### src/rtl/adcp_pkg.sv
package adcp_pkg;
  localparam int REG_W = 8;

  typedef enum logic [1:0] {
    ADDR_CTRL = 2'd0,
    ADDR_STAT = 2'd1,
    ADDR_DATA = 2'd2,
    ADDR_NONE = 2'd3
  } regAddrE;

  localparam int CTRL_RATE  = 0;
  localparam int CTRL_EN    = 1;
  localparam int CTRL_START = 2;
  localparam int CTRL_GP    = 7;
  localparam int STAT_DONE  = 0;

  typedef struct packed {
    logic rateFast;
    logic capture;
  } dpStrobeT;
endpackage

### src/rtl/adcp_datapath.sv
module adcp_datapath
  import adcp_pkg::*;
#(
  parameter int FAST_DIV = 1280,
  parameter int SLOW_DIV = 2560,
  parameter int DATA_W   = 8
) (
  input  logic              clk,
  input  logic              rstN,
  input  dpStrobeT          strobe,
  input  logic [DATA_W-1:0] convData,
  output logic              tick,
  output logic [DATA_W-1:0] sampleData
);
  localparam int CNT_W = $clog2(SLOW_DIV);
  localparam logic [CNT_W-1:0] FAST_LOAD = CNT_W'(FAST_DIV - 1);
  localparam logic [CNT_W-1:0] SLOW_LOAD = CNT_W'(SLOW_DIV - 1);

  logic [CNT_W-1:0] cnt;
  logic [CNT_W-1:0] reloadVal;

  assign tick      = (cnt == '0);
  assign reloadVal = strobe.rateFast ? FAST_LOAD : SLOW_LOAD;

  always_ff @(posedge clk or negedge rstN) begin
    if (!rstN)     cnt <= SLOW_LOAD;
    else if (tick) cnt <= reloadVal;
    else           cnt <= cnt - 1'b1;
  end

  always_ff @(posedge clk or negedge rstN) begin
    if (!rstN)               sampleData <= '0;
    else if (strobe.capture) sampleData <= convData;
  end

  // expiry is a single-clock pulse
  assert_tick_single_R7: assert property (@(posedge clk) disable iff (!rstN)
    tick |=> !tick);

  // between reloads the counter steps down by one
  assert_count_down_R5: assert property (@(posedge clk) disable iff (!rstN)
    !tick |=> (cnt == $past(cnt) - 1'b1));

  // reload picks the period selected at the expiry edge
  assert_reload_fast_R6: assert property (@(posedge clk) disable iff (!rstN)
    (tick && strobe.rateFast) |=> (cnt == FAST_LOAD));
  assert_reload_slow_R6: assert property (@(posedge clk) disable iff (!rstN)
    (tick && !strobe.rateFast) |=> (cnt == SLOW_LOAD));
endmodule

### src/rtl/adcp_ctrl.sv
module adcp_ctrl
  import adcp_pkg::*;
#(
  parameter int DATA_W = 8
) (
  input  logic              clk,
  input  logic              rstN,
  input  logic              regWrEn,
  input  logic              regRdEn,
  input  logic [1:0]        regAddr,
  input  logic [REG_W-1:0]  regWrData,
  output logic [REG_W-1:0]  regRdData,
  input  logic [DATA_W-1:0] sampleData,
  input  logic              tick,
  input  logic              convDone,
  output logic              convStart,
  output dpStrobeT          strobe,
  output logic              gpOut
);
  logic rateFast, enable, startBit, gpBit, busy, doneFlag;
  logic ctrlWr, dataRd, enNext, singleReq, pacedReq, accept, capture;

  assign ctrlWr    = regWrEn && (regAddr == ADDR_CTRL);
  assign dataRd    = regRdEn && (regAddr == ADDR_DATA);
  assign enNext    = ctrlWr ? regWrData[CTRL_EN] : enable;
  assign singleReq = ctrlWr && regWrData[CTRL_START];
  assign pacedReq  = tick && !startBit;
  assign accept    = enNext && !busy && (singleReq || pacedReq);
  assign capture   = busy && convDone;

  assign strobe.rateFast = rateFast;
  assign strobe.capture  = capture;
  assign gpOut           = gpBit;

  always_ff @(posedge clk or negedge rstN) begin
    if (!rstN) begin
      rateFast <= 1'b0;
      enable   <= 1'b0;
      startBit <= 1'b1;
      gpBit    <= 1'b0;
    end else if (ctrlWr) begin
      rateFast <= regWrData[CTRL_RATE];
      enable   <= regWrData[CTRL_EN];
      startBit <= regWrData[CTRL_START];
      gpBit    <= regWrData[CTRL_GP];
    end
  end

  always_ff @(posedge clk or negedge rstN) begin
    if (!rstN) begin
      busy      <= 1'b0;
      convStart <= 1'b0;
      doneFlag  <= 1'b0;
    end else begin
      convStart <= accept;
      if (!enNext)     busy <= 1'b0;
      else if (accept) busy <= 1'b1;
      else if (capture) busy <= 1'b0;
      if (capture)     doneFlag <= 1'b1;
      else if (dataRd) doneFlag <= 1'b0;
    end
  end

  always_comb begin
    regRdData = '0;
    unique case (regAddr)
      ADDR_CTRL: begin
        regRdData[CTRL_RATE]  = rateFast;
        regRdData[CTRL_EN]    = enable;
        regRdData[CTRL_START] = startBit;
        regRdData[CTRL_GP]    = gpBit;
      end
      ADDR_STAT: regRdData[STAT_DONE] = doneFlag;
      ADDR_DATA: regRdData = REG_W'(sampleData);
      default:   regRdData = '0;
    endcase
  end

  // a start only leaves while the unit is enabled
  assert_start_enabled_R2: assert property (@(posedge clk) disable iff (!rstN)
    convStart |-> enable);

  // an outstanding conversion blocks the next launch
  assert_no_back_to_back_R9: assert property (@(posedge clk) disable iff (!rstN)
    convStart |=> !convStart);

  // timer-paced launch follows an expiry
  assert_paced_launch_R4: assert property (@(posedge clk) disable iff (!rstN)
    (tick && !startBit && enable && !busy && !regWrEn) |=> convStart);

  // completion sets the flag, data read clears it
  assert_done_set_R8: assert property (@(posedge clk) disable iff (!rstN)
    capture |=> doneFlag);
  assert_read_clear_R8: assert property (@(posedge clk) disable iff (!rstN)
    (dataRd && !capture) |=> !doneFlag);
endmodule

### src/rtl/adcp_top.sv
module adcp_top
  import adcp_pkg::*;
#(
  parameter int FAST_DIV = 1280,
  parameter int SLOW_DIV = 2560,
  parameter int DATA_W   = 8
) (
  input  logic              clk,
  input  logic              rstN,
  input  logic              regWrEn,
  input  logic              regRdEn,
  input  logic [1:0]        regAddr,
  input  logic [7:0]        regWrData,
  output logic [7:0]        regRdData,
  input  logic [DATA_W-1:0] convData,
  input  logic              convDone,
  output logic              convStart,
  output logic              sampleIrq,
  output logic              gpOut
);
  dpStrobeT          strobe;
  logic              tick;
  logic [DATA_W-1:0] sampleData;

  assign sampleIrq = tick;

  adcp_ctrl #(.DATA_W(DATA_W)) i_ctrl (
    .clk(clk), .rstN(rstN),
    .regWrEn(regWrEn), .regRdEn(regRdEn), .regAddr(regAddr),
    .regWrData(regWrData), .regRdData(regRdData),
    .sampleData(sampleData), .tick(tick), .convDone(convDone),
    .convStart(convStart), .strobe(strobe), .gpOut(gpOut)
  );

  adcp_datapath #(.FAST_DIV(FAST_DIV), .SLOW_DIV(SLOW_DIV), .DATA_W(DATA_W)) i_dp (
    .clk(clk), .rstN(rstN), .strobe(strobe),
    .convData(convData), .tick(tick), .sampleData(sampleData)
  );
endmodule

### config.mk
export PLATFORM = sky130hd
export DESIGN_NAME = adcp_top
export DESIGN_NICKNAME = d
export VERILOG_FILES = /design/src/rtl/adcp_pkg.sv /design/src/rtl/adcp_datapath.sv /design/src/rtl/adcp_ctrl.sv /design/src/rtl/adcp_top.sv
export SDC_FILE = /design/constraint.sdc
export NUM_CORES = 1
export LEC_CHECK = 0
export CORE_MARGIN = 1
export CORE_UTILIZATION = 55
export CTS_BUF_LIST = sky130_fd_sc_hd__clkbuf_4 sky130_fd_sc_hd__clkbuf_8
export DETAILED_ROUTE_END_ITERATION = 16
export DONT_BUFFER_PORTS = 1
export PLACE_DENSITY = 0.7
export SLEW_MARGIN = 10
export SYNTH_ARGS = -nofsm -noshare
export SYNTH_HDL_FRONTEND = slang
export SYNTH_SLANG_ARGS = --single-unit
export TNS_END_PERCENT = 20
### constraint.sdc
create_clock -name clk -period 3.3 [get_ports clk]
set_input_delay 0.165 -clock clk [delete_from_list [all_inputs] [get_ports clk]]
set_output_delay 0.165 -clock clk [all_outputs]
set_load 0.01 [all_outputs]
; ---- Word-level counts from Yosys, hierarchy flattened
; Cells that the tools add are included.
[word_totals]
out_inout_bits = 11
input_bits = 23
elab_cells = 38
reg_bits = 27
[classes]
addsub = 1
n_eq_ne = 3
mux = 12
reduce_logical = 13
[op_table]
columns = cell, count
row1 = 2-to-1 mux 12 bit, 2
row2 = zero test 12 bit, 1
row3 = subtractor 12 x 1 -> 12 bit (second input constant), 1
row4 = logical AND 1 bit, 7
row5 = 2-to-1 mux 1 bit, 6
row6 = 2-to-1 mux 4 bit, 1
row7 = one-hot mux 2 bit (2 select lines), 1
row8 = != test 3 bit (second input constant), 1
row9 = one-hot mux 1 bit (3 select lines), 1
row10 = == test 2 x 1 -> 1 bit (second input constant), 1
row11 = == test 2 bit (second input constant), 1
row12 = zero test 1 bit, 2
row13 = zero test 2 bit, 1
row14 = one-hot mux 1 bit (2 select lines), 1
row15 = nonzero test 2 bit, 1
row16 = logical OR 1 bit, 1

; ---- Logic depth before layout (Yosys ltp)
; Gate-level depths: netlist (run 1).
[logic_depth]
depth_word = 7
depth_mapped = 5
ltp_nobuf = 5

; ---- Modules after synthesis
; A second synthesis (run 1) with hierarchy kept.
[hier_totals]
cells_unflattened = 117
hier_area_um2 = 1353.8
[by_module_without_submodules]
columns = mod, instances, seq_area_each_um2, area_each_um2, cells_each
row1 = adcp_datapath, 1, 513.0, 943.4, 79
row2 = adcp_ctrl, 1, 176.4, 410.4, 38

; ---- Worst setup path before layout (run 1)
; OpenSTA, ideal clock, no wires.
[synth_path]
kind = reg-to-output
from = register i_dp.cnt[0]
to = output sampleIrq
slack_ns = 1.596
path_stages_with_launch = 6
n_path_buf = 0
arrival_ns = 1.539
t_required_ns = 3.135
cell_sequence = dfstp_2 -> inv_1 -> ha_1 -> nor4b_1 -> nand3_1 -> inv_1
[synth_between]
elab_chain_len = 1
[synth_lines]
columns = item, line_no
row1 = from (decl), adcp_datapath.sv:19  ; logic [CNT_W-1:0] cnt;
row2 = from (signal assigned), adcp_datapath.sv:27  ; else if (tick) cnt <= reloadVal;
row3 = from (signal assigned), adcp_datapath.sv:28  ; else cnt <= cnt - 1'b1;
row4 = zero test 12 bit, adcp_datapath.sv:22  ; assign tick = (cnt == '0);
row5 = to (decl), adcp_top.sv:18  ; output logic sampleIrq,
; Every way passes these cells.

; ---- Final worst setup path (run 1)
; Ends and elaborated chain as after synthesis.

==> results of run 1 <==
==> through the flow <==
| step | std cells | power (mW) |
|---|---|---|
| floorplan | 115 | 0.499 |
| global placement | 142 | 0.512 |
| detailed placement | 142 | 0.519 |
| CTS | 160 | 0.685 |
| global route | 160 | 0.712 |
| finish | 160 | 0.680 |
==> kinds of logic after synthesis <==
group           share of synthesized area, %
buf+inv                                 2.39
fa+ha+maj                               1.91
compound gates                          9.00
flops                                   52.7
simple gates                            17.7
mux                                     14.9
xor+xnor                                1.34
==> registers in the layout (all words and copies together), names as in the netlist <==
signal            count
i_dp.cnt             12
i_dp.sampleData       8
i_ctrl.busy           1
i_ctrl.convStart      1
i_ctrl.doneFlag       1
i_ctrl.enable         1
i_ctrl.gpOut          1
i_ctrl.rateFast       1
i_ctrl.startBit       1
==> routing by layer <==
layer  routed length, µm  part of all wire [%]  vias to the layer above  GRT usage [%]
met5                   0                     0                        -              0
met4                  17                  0.66                        0           11.1
met3                  66                   2.6                        2           2.73
met2                1380                    54                       24           41.1
met1                1100                    43                      470           27.4
li1                    -                     -                      450              -
==> worst max path at each step <==
stage | from | to | cells after the start
after floorplan | i_dp.cnt[0] | sampleIrq | 5
after global placement | i_dp.cnt[0] | sampleIrq | 5
after detailed placement | i_dp.cnt[0] | sampleIrq | 5
after CTS | i_dp.cnt[0] | sampleIrq | 5
after global routing | i_dp.cnt[0] | sampleIrq | 5
final | i_dp.cnt[0] | sampleIrq | 5
==> where the power goes <==
group	leakage [nW]	switching, mW	internal (mW)
combinational	0.308	0.0469	0.0658
sequential	0.319	0.0330	0.389
clock	0.0139	0.0993	0.0463
total	0.641	0.179	0.501
==> cell usage in the layout, fill, tap and decap left out, drive strengths merged <==
cell and instances:
a211oi 1, a21oi 3, a221oi 1, a22o 1
and2 4, and3 2, buf 1, clkbuf 3
clkinvlp 1, dfrtp 16, dfstp 11, dlygate4sd3 13
ha 2, inv 7, mux2 12, mux2i 6
nand2 8, nand3 4, nand3b 1, nand4 1
nor2 5, nor2b 2, nor3 2, nor3b 2
nor4 1, nor4b 1, o21ai 6, o2bb2ai 1
o31ai 4, o41ai 1, or3 3, or4 4
xnor2 2
==> cell type report <==
class	instances	area, µm²
Fill cell	190	716
Sequential cell	27	689
Multi-Input combinational cell	80	587
Timing Repair Buffer	14	150
Tap cell	28	35.0
Inverter	7	26.3
Clock buffer	3	22.5
Clock inverter	1	7.51
==> worst reg2reg max path, delay by kind of cell (launching register included) <==
family / cells / cell delay (ns)
adders and majority gates: 1 / 0.20
DFF: 1 / 0.42
AOI/OAI and AO/OA: 1 / 0.18
and+or+nand+nor: 2 / 0.98
buffers and inverters: 1 / 0.09
==> out/qor.txt, run 1 <==
Post-Syn Area -> 1310 µm²
Dpl hpwl -> 1.71 mm
Core area -> 2230 µm²
Placed instance area -> 1340 µm²
Syn Nets -> 140
Initial antenna violation count -> 0
HP Class -> input port to flip-flop
Least-Margin Pin Slew -> 0.874 ns
DRC -> 0
GRT Residual Overflow -> 0
Bufs and invs on worst path -> 2
P per Cell Area -> 448 nW/µm²
FFs w/ async S/R, synth -> 100%
Fin. max-slew vios -> 0
DP Worst Slack -> 1.29 ns
Worst setup SP type -> flip-flop
Syn_area_per_cell -> 11.4 µm²
Upper clock frequency limit -> 418 MHz
Synth area leaders -> dfrtp_1, dfstp_2, mux2_2
Drt total wl -> 2.56 mm
Drt wl/cell -> 16.0 µm
Chip width -> 50.8 µm
R2R Path Start -> i_dp.cnt[0]
Crit path max fanout -> 8
CTS buffer count -> 3
Final core utilization -> 68.0%
Family with the most delay on the worst path -> simple AND/OR/NAND/NOR gates
Worst clock skew -> 0.0146 ns
Min Hold Slack -> 0.0118 ns
Register-to-Register Path Depth -> 5
Most frequent CP cell -> inv_1
ANT nets after route -> 0
Synthesis-stage register bit count -> 27
Worst-case clock buffer depth -> 2
Most common library cells after synthesis -> dfrtp_1, mux2_2, dfstp_2
Die footprint -> 2580 µm²
Post-synth top flop -> dfrtp_1
Rows -> 17
Hold path depth -> 2
Design Area, Final -> 1520 µm²
Final Hold Vio Count -> 0
Max cap viols -> 0
Slew headroom -> 41.6%
RSZ-0062 raised after global routing -> false
Post-synth EDFFs -> 0
Vias in the first global route -> 984
PortBufs -> 0
Reg clk slew, reported paths -> 0.16 ns
Count leader, synth -> dfrtp_1
Leak pwr -> 0.641 nW
Worst path arrival time -> 2.23 ns
Clock latency on the worst-skew pair -> 0.33 ns
Routed vias/inst -> 5.91
Total track usage -> 23.1%
Hold_sp -> regWrData[1]
Final net count -> 158
Largest net degree at the start of global routing -> 28
Outcome -> complete, no violations
Critical Path End Type -> primary output
Period utilization -> 72.5%
Diodes inserted -> 0
Number of gates given a new drive strength after cts -> 0
Number of DRC markers in iteration 0 -> 13
Setup slack after layout -> 0.909 ns
Post-CTS setup buffer count -> 0
CP Class -> flip-flop to primary output
Yosys warnings -> 0
TNS Setup -> 0 ns
CTS root buf -> clkbuf_4
Worst path required time -> 3.13 ns
Hold Crit Endpoint -> i_ctrl.enable
Vias -> 946
Die H -> 50.8 µm
Layout cells sized above 1 -> 22.7%
CTS sink count -> 27
DR pass1 iterations -> 4
Final Setup Violations -> 0
CTS tree -> built
Post-CTS Hold Buffers -> 14
Reg2reg end -> i_dp.cnt[7]
Final min period -> 2.39 ns
Synth cell types -> 31
Slowest library cell on the worst path -> nor4b_1
Cells after Synth -> 115
Sequential-to-total area share from yosys stat -> 52.7%
First-pass GRT wire length -> 4.24 mm
Initial core utilization -> 58.5%
Gp weighted congestion -> 0.865
VDD IR-drop max -> 0.000423 V
Area leader, netlist -> dfrtp_1
Flop-to-flop setup slack -> 1.36 ns
Post-synth top area share -> 30.6%
H-tree depth -> 1
Cell chain of the critical path -> inv_1, ha_1, nor4b_1, nand3_1, inv_1
Syn-to-layout area delta -> 16.1%
I/O pin count -> 34
Maximum single-stage delay on the critical path -> 0.57 ns
Power figures use the tool's default switching activity.
==> inputs of run 2 (changes only) <==
--- a/config.mk
+++ b/config.mk
@@ -10,7 +10,7 @@
 export CTS_BUF_LIST = sky130_fd_sc_hd__clkbuf_4 sky130_fd_sc_hd__clkbuf_8
 export DETAILED_ROUTE_END_ITERATION = 16
 export DONT_BUFFER_PORTS = 1
-export PLACE_DENSITY = 0.7
+export PLACE_DENSITY = 0.73
 export SLEW_MARGIN = 10
 export SYNTH_ARGS = -nofsm -noshare
 export SYNTH_HDL_FRONTEND = slang
==> constraint.sdc (replaced) <==
create_clock -name clk -period 2 [get_ports clk]
set_input_delay 0.1 -clock clk [delete_from_list [all_inputs] [get_ports clk]]
set_output_delay 0.1 -clock clk [all_outputs]
set_load 0.01 [all_outputs]
==> run 2 against run 1 <==
Flip-flop and latch count is the same; cell count grew 3.1%; sequential power grew 65%; utilization grew 2.4 points; cell area grew 3.5%; setup slack lost 0.79 ns; register-to-register slack lost 1.1 ns; combinational power grew 70%; sequential share of layout area shrank 1.6 points.
==> out/qor.txt, run 2 (synthesis results as in run 1) <==
RSZ-0062 raised after global routing -> false
Drt total wl -> 2.56 mm (about the same)
Design Area, Final -> 1570 µm² (+3.5%)
H-tree depth -> 1 (unchanged)
HP Class -> input port to flip-flop
PortBufs -> 0 (unchanged)
CTS root buf -> clkbuf_4
Gp weighted congestion -> 0.824 (-4.7%)
DRC -> 0 (unchanged)
VDD IR-drop max -> 0.000536 V (+27%)
Hold Crit Endpoint -> i_ctrl.gpOut
Worst clock skew -> 0.0135 ns (-0.00109 ns)
Total track usage -> 22.7% (-0.39 points)
Clock latency on the worst-skew pair -> 0.32 ns (about the same)
P_int -> 0.830 mW (+66%)
Switch Pwr -> 0.299 mW (+67%)
Outcome -> complete, no violations
Routed vias/inst -> 5.82 (-1.5%)
Final min period -> 1.88 ns
CTS sink count -> 27 (unchanged)
Drt wl/cell -> 15.5 µm (-3.1%)
CTS tree -> built
Setup slack after layout -> 0.117 ns (-0.792 ns)
Die footprint -> 2580 µm² (unchanged)
Fin. max-slew vios -> 0 (unchanged)
Leak pwr -> 0.666 nW (+3.9%)
Period utilization -> 94.2%
Hold_sp -> regAddr[0]
Biggest regs -> i_dp.cnt (12), i_dp.sampleData (8)
I/O pin count -> 34 (unchanged)
Flop pwr share -> 61.7% (-0.3 points)
Worst-case clock buffer depth -> 2 (unchanged)
ANT nets after route -> 0 (unchanged)
P per Cell Area -> 719 nW/µm² (+60%)
Largest net degree at the start of global routing -> 28 (unchanged)
Slew headroom -> 68.3% (+27 points)
Initial antenna violation count -> 0 (unchanged)
First-pass GRT wire length -> 4.35 mm (+2.5%)
Worst path arrival time -> 1.78 ns (-0.45 ns)
Final Hold Vio Count -> 0 (unchanged)
Reg clk slew, reported paths -> 0.16 ns (about the same)
Hold path depth -> 2 (unchanged)
R2R Path Start -> i_dp.cnt[9]
Flop-to-flop setup slack -> 0.31 ns (-1.05 ns)
Vias -> 961 (+1.6%)
Rows -> 17 (unchanged)
Core area -> 2230 µm² (unchanged)
Total power -> 1.13 mW (+66%)
Min Hold Slack -> 0.0525 ns (+0.0407 ns)
Syn-to-layout area delta -> 20.2%
Fillers -> 168 (-12%)
Clock power frac -> 21.3% (about the same)
Initial core utilization -> 58.5% (unchanged)
Number of DRC markers in iteration 0 -> 14 (+1)
Crit path max fanout -> 8 (unchanged)
Final Setup Violations -> 0 (unchanged)
Number of flip-flops under the largest register name -> 12 (unchanged)
Reg2reg end -> i_dp.cnt[11]
Least-Margin Pin Slew -> 0.472 ns (-0.402 ns)
CP Class -> flip-flop to primary output
Critical Path End Type -> primary output
Worst setup SP type -> flip-flop
DP Worst Slack -> 0.342 ns (-0.951 ns)
DR pass1 iterations -> 4 (unchanged)
GRT Residual Overflow -> 0 (unchanged)
Most frequent cells in the layout -> dfrtp_1, dlygate4sd3_1, mux2_2, dfstp_2, nand2_1
Dpl hpwl -> 1.77 mm (+3.2%)
Final net count -> 163 (+3.2%)
Most common cell after layout, fill and taps aside -> dfrtp_1
Register-to-Register Path Depth -> 3 (-2)
Chip width -> 50.8 µm (unchanged)
Combinational power share -> 17.0% (+0.4 points)
Diodes inserted -> 0 (unchanged)
Upper clock frequency limit -> 531 MHz
Most flop-heavy register -> i_dp.cnt
Worst path required time -> 1.90 ns (-1.23 ns)
CTS buffer count -> 3 (unchanged)
Sw frac -> 26.5% (+0.15 points)
Post-CTS setup buffer count -> 0 (unchanged)
Die H -> 50.8 µm (unchanged)
Layout cells sized above 1 -> 25.5% (+2.8 points)
TNS Setup -> 0 ns (unchanged)
Placed instance area -> 1360 µm² (+1.7%)
Vias in the first global route -> 1046 (+6.3%)
Max cap viols -> 0 (unchanged)
run 2: cell types whose count changed in the layout (fill, tap and decap cells not counted), sizes merged:
cell / previous run / this run
buf: 1 / 4
dlygate4sd3: 13 / 15
run 2: how the worst max path moves through the flow:
| stage | from | end | slack (ns) | cells after the start |
|---|---|---|---|---|
| 2_1_floorplan | i_dp.cnt[0] | i_dp.cnt[8] | 0.36 | 5 |
| 3_3_place_gp | i_dp.cnt[0] | i_dp.cnt[8] | 0.38 | 6 |
| 3_5_place_dp | i_dp.cnt[0] | i_dp.cnt[8] | 0.34 | 6 |
| 4_1_cts | i_dp.cnt[0] | sampleIrq | 0.08 | 6 |
| 5_1_grt | i_dp.cnt[0] | sampleIrq | 0.006 | 6 |
| 6_report | i_dp.cnt[0] | sampleIrq | 0.12 | 6 |
run 2: critical path, stage by stage (launching register included):
cell and delay, ns:
dfstp_2 0.61, inv_1 0.08, ha_1 0.23, nor4b_2 0.17, buf_4 0.15, nand3_2 0.13
inv_1 0.10
run 2: per-stage QoR:
step,std cells,utilization [%]
floorplan,115,-
global placement,145,60.9
detailed placement,145,60.9
CTS,165,70.1
global route,165,70.4
finish,165,70.4
run 2: cell type report:
| type | instances | area, µm² | share of cell area [%] |
|---|---|---|---|
| sequential | 27 | 689 | 43.9 |
| clock inverter | 1 | 7.51 | 0.478 |
| multi-input combinational | 80 | 598 | 38.1 |
| timing repair buffer | 19 | 193 | 12.3 |
| inverter | 7 | 26.3 | 1.67 |
| tap | 28 | 35.0 | 2.23 |
| clock buffer | 3 | 22.5 | 1.43 |
run 2: timing repair:
action / CTS / global route
setup endpoints to repair: 1 / 1
hold buffers: 16 / 0
endpoints found under the hold margin: 42 / 0
gates resized for setup: 1 / 1
pin swaps: 0 / 0
run 2: power groups by stage:
stage                     registers, mW  logic [mW]  clock network, mW
after global placement            0.699       0.146                  0
final                             0.697       0.192              0.241
after global routing              0.708       0.213              0.264
after CTS                         0.696       0.195              0.251
after detailed placement          0.707       0.155                  0
after floorplan                   0.687       0.137                  0
run 2: per-layer routing:
layer | up-vias | global-route usage [%] | routed length (µm)
li1 | 463 | - | -
met1 | 475 | 26.4 | 1120
met2 | 19 | 39.8 | 1330
met3 | 4 | 4.55 | 69
met4 | 0 | 10.6 | 31
met5 | - | 0 | 0
